`config.mk`:
```
export PLATFORM = sky130hd
export DESIGN_NAME = uart_rx_rts
export DESIGN_NICKNAME = d
export VERILOG_FILES = /design/src/rtl/uart_rx_pkg.sv /design/src/rtl/uart_rx_sync.sv /design/src/rtl/uart_rx_tick.sv /design/src/rtl/uart_rx_core.sv /design/src/rtl/uart_rx_rts.sv
export SDC_FILE = /design/constraint.sdc
export NUM_CORES = 1
export LEC_CHECK = 0
export CAP_MARGIN = 20
export CORE_ASPECT_RATIO = 1.1
export CORE_MARGIN = 2
export CORE_UTILIZATION = 55
export CTS_BUF_LIST = sky130_fd_sc_hd__clkbuf_8
export DETAILED_ROUTE_END_ITERATION = 8
export PLACE_DENSITY = 0.87
export RECOVER_POWER = 25
export REMOVE_ABC_BUFFERS = 1
export SLEW_MARGIN = 20
export SYNTH_ARGS = -nofsm -noshare
export SYNTH_HDL_FRONTEND = slang
export SYNTH_SLANG_ARGS = --single-unit
```
`constraint.sdc`:
```
create_clock -name clk -period 2.2 [get_ports clk]
set_clock_uncertainty 0.1 [all_clocks]
set_input_delay 0.33 -clock clk [delete_from_list [all_inputs] [get_ports clk]]
set_output_delay 0.33 -clock clk [all_outputs]
set_load 0.02 [all_outputs]
```
`src/rtl/uart_rx_pkg.sv`:
```
package uart_rx_pkg;
  localparam int WORD_W  = 16;
  localparam int OVR_BIT = 12;
  localparam int FER_BIT = 13;
  localparam int PER_BIT = 14;
  localparam int SUM_BIT = 15;

  typedef enum logic [2:0] {
    S_IDLE, S_START, S_DATA, S_PAR, S_STOP1, S_STOP2
  } rx_state_t;

  typedef enum logic [1:0] {
    PS_DIV1 = 2'b00,
    PS_MID  = 2'b01,
    PS_HI   = 2'b10,
    PS_RSVD = 2'b11
  } presc_t;
endpackage

```
`src/rtl/uart_rx_sync.sv`:
```
module uart_rx_sync #(
  parameter int   STAGES  = 2,
  parameter logic RST_VAL = 1'b1
) (
  input  logic clk,
  input  logic rst,
  input  logic d,
  output logic q
);
  logic [STAGES-1:0] chain;

  always_ff @(posedge clk) begin
    if (rst) chain <= {STAGES{RST_VAL}};
    else     chain <= {chain[STAGES-2:0], d};
  end

  assign q = chain[STAGES-1];
endmodule

```
`src/rtl/uart_rx_tick.sv`:
```
module uart_rx_tick
  import uart_rx_pkg::*;
#(
  parameter int DIV_W   = 8,
  parameter int PRE_MID = 8,
  parameter int PRE_HI  = 32
) (
  input  logic             clk,
  input  logic             rst,
  input  logic             en,
  input  logic [1:0]       presc_sel,
  input  logic [DIV_W-1:0] div_val,
  output logic             tick
);
  localparam int PC_W = $clog2(PRE_HI);

  logic [PC_W-1:0]  pc, pc_lim;
  logic [DIV_W-1:0] dc;
  logic             pre_tick;

  always_comb begin
    case (presc_t'(presc_sel))
      PS_DIV1: pc_lim = '0;
      PS_MID:  pc_lim = PC_W'(PRE_MID - 1);
      default: pc_lim = PC_W'(PRE_HI - 1);
    endcase
  end

  assign pre_tick = (pc == pc_lim);

  always_ff @(posedge clk) begin
    if (rst || !en) begin
      pc <= '0;
      dc <= '0;
    end else begin
      pc <= pre_tick ? '0 : pc + 1'b1;
      if (pre_tick) dc <= (dc == div_val) ? '0 : dc + 1'b1;
    end
  end

  assign tick = en && pre_tick && (dc == div_val);
endmodule

```
`src/rtl/uart_rx_core.sv`:
```
module uart_rx_core
  import uart_rx_pkg::*;
#(
  parameter int DATA_W = 8,
  parameter int OVS    = 16
) (
  input  logic              clk,
  input  logic              rst,
  input  logic              en,
  input  logic              tick,
  input  logic              rx,
  input  logic              par_en,
  input  logic              par_odd,
  input  logic              two_stop,
  output logic              done,
  output logic [DATA_W-1:0] data,
  output logic              perr,
  output logic              ferr,
  output logic              ready
);
  localparam int OVS_W = $clog2(OVS);
  localparam int BIT_W = $clog2(DATA_W);
  localparam logic [OVS_W-1:0] MID  = OVS_W'(OVS / 2 - 1);
  localparam logic [OVS_W-1:0] LAST = OVS_W'(OVS - 1);
  localparam logic [BIT_W-1:0] TOP  = BIT_W'(DATA_W - 1);

  rx_state_t        st;
  logic [OVS_W-1:0] tcnt;
  logic [BIT_W-1:0] bcnt;
  logic             rx_d;
  logic             at_mid, at_end;

  assign at_mid = tick && (tcnt == MID);
  assign at_end = tick && (tcnt == LAST);

  always_ff @(posedge clk) begin
    if (rst) begin
      st   <= S_IDLE;
      tcnt <= '0;
      bcnt <= '0;
      rx_d <= 1'b0;
      data <= '0;
      perr <= 1'b0;
      ferr <= 1'b0;
      done <= 1'b0;
    end else begin
      done <= 1'b0;
      rx_d <= rx;
      if (tick && st != S_IDLE) tcnt <= at_end ? '0 : tcnt + 1'b1;
      if (!en) begin
        st <= S_IDLE;
      end else begin
        case (st)
          S_IDLE: if (rx_d && !rx) begin
            st   <= S_START;
            tcnt <= '0;
          end
          S_START: if (at_mid) begin
            tcnt <= '0;
            bcnt <= '0;
            perr <= 1'b0;
            st   <= rx ? S_IDLE : S_DATA;
          end
          S_DATA: if (at_end) begin
            data <= {rx, data[DATA_W-1:1]};
            bcnt <= bcnt + 1'b1;
            if (bcnt == TOP) st <= par_en ? S_PAR : S_STOP1;
          end
          S_PAR: if (at_end) begin
            perr <= (^data) ^ rx ^ par_odd;
            st   <= S_STOP1;
          end
          S_STOP1: if (at_end) begin
            ferr <= !rx;
            if (two_stop) st <= S_STOP2;
            else begin
              st   <= S_IDLE;
              done <= 1'b1;
            end
          end
          S_STOP2: if (at_end) begin
            st   <= S_IDLE;
            done <= 1'b1;
          end
          default: st <= S_IDLE;
        endcase
      end
    end
  end

  assign ready = en && (st == S_IDLE) && !done;
endmodule

```
`src/rtl/uart_rx_rts.sv`:
```
module uart_rx_rts
  import uart_rx_pkg::*;
#(
  parameter int DATA_W      = 8,
  parameter int DIV_W       = 8,
  parameter int OVS         = 16,
  parameter int PRE_MID     = 8,
  parameter int PRE_HI      = 32,
  parameter int SYNC_STAGES = 2
) (
  input  logic              clk,
  input  logic              rst,
  input  logic              rx_en,
  input  logic [1:0]        presc_sel,
  input  logic [DIV_W-1:0]  div_val,
  input  logic              par_en,
  input  logic              par_odd,
  input  logic              two_stop,
  input  logic              line_inv,
  input  logic              data_inv,
  input  logic              rxd,
  input  logic              rd_strobe,
  input  logic              irq_ack,
  input  logic              irq_clr,
  output logic [WORD_W-1:0] rx_word,
  output logic              rx_done,
  output logic              irq_req,
  output logic              rts_n
);
  localparam int PAD_W = WORD_W - 4 - DATA_W;

  logic              rx_s, rx_c, tick;
  logic              frm_done, c_perr, c_ferr, c_ready, ovr;
  logic [DATA_W-1:0] c_data;

  uart_rx_sync #(.STAGES(SYNC_STAGES), .RST_VAL(1'b1)) u_sync (
    .clk(clk), .rst(rst), .d(rxd), .q(rx_s)
  );

  assign rx_c = rx_s ^ line_inv;

  uart_rx_tick #(.DIV_W(DIV_W), .PRE_MID(PRE_MID), .PRE_HI(PRE_HI)) u_tick (
    .clk(clk), .rst(rst), .en(rx_en), .presc_sel(presc_sel),
    .div_val(div_val), .tick(tick)
  );

  uart_rx_core #(.DATA_W(DATA_W), .OVS(OVS)) u_core (
    .clk(clk), .rst(rst), .en(rx_en), .tick(tick), .rx(rx_c),
    .par_en(par_en), .par_odd(par_odd), .two_stop(two_stop),
    .done(frm_done), .data(c_data), .perr(c_perr), .ferr(c_ferr),
    .ready(c_ready)
  );

  assign ovr = rx_done && !rd_strobe;

  always_ff @(posedge clk) begin
    if (rst) begin
      rx_word <= '0;
      rx_done <= 1'b0;
      irq_req <= 1'b0;
      rts_n   <= 1'b1;
    end else begin
      if (frm_done)
        rx_word <= {(ovr | c_ferr | c_perr), c_perr, c_ferr, ovr,
                    {PAD_W{1'b0}}, c_data ^ {DATA_W{data_inv}}};
      if (frm_done)       rx_done <= 1'b1;
      else if (rd_strobe) rx_done <= 1'b0;
      if (frm_done)                irq_req <= 1'b1;
      else if (irq_ack || irq_clr) irq_req <= 1'b0;
      rts_n <= !(c_ready && !rx_done);
    end
  end
endmodule

```
==> summary.md <==
| Metric | Value |
|---|---|
| Non-Filler Instances | 399 |
| Slew @ Worst Pin | just under 800 ps |
| Final Setup Violations | 0 |
| Starting Density | 0.5642 |
| Power Dens Cells | 515.6 nW/um2 |
| Flops & latches, synth | 52 |
| Top achievable clock speed | 479.2 MHz |
| Die Wd | 69.64 um |
| Most common cell after layout, fill and taps aside | dfxtp_1 |
| Routed WL per cell | approximately 14 um |
| Initial drt markers | around 130 |
| Vias in the first global route | about 2200 |
| R2R Path Start | u_core.tcnt[0]$_SDFF_PP0_ |
| Post-synth top flop | dfxtp_1 |
| Final Util | 0.7010 |
| CP required | roughly 2300 ps |
| Crit path kind | in2reg |
| Period utilisation layout | 0.9485 |
| Routed wl met2 | 2754 um |
| Slowest cell on the critical path | clkdlybuf4s50_1 |
| Max H-tree Level | 2 |
| Setup tns final | 0 ps |
| Detailed placement HPWL | around 4200 um |
| Depth of the worst hold-timing path | 1 |
| Sink Count | 52 |
| Synth Area in Compound Gates | 0.1282 |
| Worst-Skew Late Latency | ~300 ps |
| Post-synth EDFFs | 0 |
| Post-synthesis cell area | about 2600 um2 |
| Post-synthesis cell type count | 48 |
| Fin. max-slew vios | 0 |
| Gr usage total | 0.2213 |
| Design Area, Final | 3238 um2 |
| Leakage | ~1.2 nW |
| Fillers | 356 |
| Met1 Wirelength | around 2500 um |
| Chip Height | around 76 um |
| Standard-cell rows | 26 |
| Share of cells above drive strength 1 | 0.1137 |
| CP dominant cell by count | buf_4 |
| Area growth syn-to-layout | 24.24% |
| Mux cell area share after synthesis | 0.04609 |
| Port Buffers | 36 |
| Type of origin of the critical path | input port |
| ANT cells | 0 |
| Ys async rst share | 0 |
| Total wire length | ~5600 um |
| Clock-pin slew on the worst setup and hold paths | around 90 ps |
| TritonRoute pass-1 iters | 4 |
| WHS Endpoint | u_sync.chain[1]$_SDFF_PP1_ |
| CP Capture Type | flip-flop |
| Core area | about 4600 um2 |
| Post-Synth XOR/XNOR Area | 0.1229 |
| RR Endpoint | u_core.st[1]$_SDFFE_PP0P_ |
| VDD IR max | around 0.32 mV |
| TritonCTS clock tree | done |
| Clock Path Buffers | 2 |
| Cells after Synth | between 200 and 300 |
| Routed length on met3 | around 290 um |
| Post-CTS Repair Setup Buffers | 0 |
| Largest net degree at the start of global routing | 25 |
| Die area | 5306 um2 |
| Vias | 2270 |
| Unrepaired setup endpoints after global routing | false |
| Min Tclk post-route | between 2000 and 2500 ps |
| Via density per instance | 5.689 |
| Final routed DRC violation total | 0 |
| Max Cap Viol | 0 |
| Simple-Gate Fraction of Synth Area | 0.2415 |
| Reg2Reg Setup Slack | between 100 and 150 ps |
| Routability cong. | just under 0.9 |
| CP cell instances | clkdlybuf4s50_1 > xor2_1 > nor4_2 > buf_4 > nand4_4 > buf_4 > o41ai_1 > a21oi_1 |
| Seq/Total Area, Yosys | 0.3994 |
| Post-route ant nets | 0 |
| Slew HR | 0.4735 |
| Clock Root Buffer | clkbuf_8 |
| Pwr Total | ~1.7 mW |
| Synth Area in Adders | 0.02400 |
| Initial antenna violation count | 0 |
| Fin. Hold Viols | 0 |
| GRT overflow | 0 |
| Worst path max stage delay | between 400 and 500 ps |
| Status | completed |
| Placed cell areas | approximately 3100 um2 |
| Most frequent cells in the layout | dfxtp_1, nor2_1, clkdlybuf4s50_1, xor2_1, buf_4 |
| Global-route wire length before repair | about 9800 um |
| Crit-path max FO | 8 |
| Mapped Avg Cell Area | ~9.0 um2 |
| Critical hold path startpoint | u_sync.chain[0]$_SDFF_PP1_ |
| Main combinational cell family by area after synthesis | simple AND/OR/NAND/NOR gates |
| NumNets Final | 369 |
| Synth Warn # | 0 |
| I/O pins | 41 |
| Placed insts | roughly 390 |
| TritonCTS Buffers | 5 |
| Top sig layer | met4 |
| Worst r2r path cells | 5 |
| Arr. time, crit path | around 2200 ps |
| Hold crit path type | reg2reg |
## kinds of logic (layout without fill, tap and decap cells)
| kind of cell | count (synthesis) | in the layout |
|---|---|---|
| xor gates and xnor gates | 35 | 35 |
| other | 1 | 4 |
| muxes | 12 | 12 |
| and+or+nand+nor | 117 | 117 |
| adders and majority gates | 5 | 5 |
| buffers and inverters | 20 | 69 |
| AOI/OAI and AO/OA | 49 | 49 |
| DFF | 52 | 52 |
## state kept, by name, indices dropped and copies added (netlist names), 2 cells and up
signal	count
u_core.st	3
u_tick.dc	8
rx_word	12
u_core.data	8
u_core.tcnt	4
u_core.bcnt	3
u_tick.pc	5
u_sync.chain	2
## power by group
group	switching, mW	internal, mW	total (mW)
combinational	0.0812	0.0851	0.166
clock	0.298	0.251	0.549
sequential	0.00653	0.948	0.954
total	0.385	1.28	1.67
## final cells by class
| cell class | instances | area, um2 | area share |
|---|---|---|---|
| Multi-Input combinational cell | 222 | 1508 | 0.4656 |
| Sequential cell | 52 | 1041 | 0.3215 |
| Timing Repair Buffer | 57 | 510.5 | 0.1577 |
| Clock buffer | 6 | 82.58 | 0.02550 |
| Tap cell | 56 | 70.07 | 0.02164 |
| Inverter | 4 | 15.01 | 0.004637 |
| Clock inverter | 2 | 11.26 | 0.003478 |
## per-layer routing
metal,up-vias,GRT usage
met5,-,0
met4,0,0.06346
met3,12,0.04233
met2,64,0.3769
met1,1060,0.2860
li1,1134,-
## worst max-delay path, delay by kind of cell
family | cells | cell delay, ps
buf+inv | 3 | 790
simple gates | 2 | 450
compound gates | 2 | 440
xor+xnor | 1 | 150
## synthesized netlist by cell type, types with 2 or more instances
cell type   n  area [um2]
buf_4       4       30.03
nand2_1    12       45.04
a21oi_1    15       75.07
and4_1      3       26.28
nor4_1      2       12.51
inv_1       4       15.01
xnor2_1    15       131.4
or3_1       3       18.77
and2_1      2       12.51
nand3_1    13       65.06
a31oi_1     2       12.51
dfxtp_1    52        1041
nor2_1     36       135.1
clkbuf_1    7       26.28
ha_1        5       62.56
mux2i_1    12       120.1
xor2_1     19       166.4
nor2b_1     2       12.51
nand4b_1    4       35.03
nor3_1      9       45.04
buf_2       4       20.02
o21ai_0     7       35.03
and3_1      3       18.77
nand4_1     7       43.79
or4_1       3       22.52
a31o_2      2       17.52
or2_2       2       12.51
o41ai_1     2       17.52
a211oi_1   10       75.07
nand2b_1   12       75.07
## through the flow
stage / worst slack (ps) / hold slack, ps
global route: 5.305 / 347.9
global placement: -210.8 / 293.1
detailed placement: -326.5 / 301.3
floorplan: 84.78 / 289.5
CTS: 44.59 / 325.3
finish: 113.3 / 319.7
## what timing repair did
action / CTS / global route
endpoints found under the setup margin: 2 / 5
gates resized for setup: 2 / 3
hold buffers: 0 / 0
endpoints found under the hold margin: 0 / 0
## worst max path at each step
stage | startpoint | depth (start not counted) | end
after floorplan | u_tick.pc[2]$_SDFF_PP0_ | 5 | u_core.data[0]$_SDFFE_PP0P_
after global placement | div_val[5] | 8 | u_core.tcnt[3]$_SDFF_PP0_
after detailed placement | div_val[2] | 8 | u_core.st[1]$_SDFFE_PP0P_
after CTS | u_core.tcnt[0]$_SDFF_PP0_ | 5 | u_core.st[1]$_SDFFE_PP0P_
after global routing | u_core.tcnt[0]$_SDFF_PP0_ | 5 | u_core.st[1]$_SDFFE_PP0P_
final | div_val[5] | 8 | u_core.tcnt[3]$_SDFF_PP0_
Power figures use the tool's default switching activity.
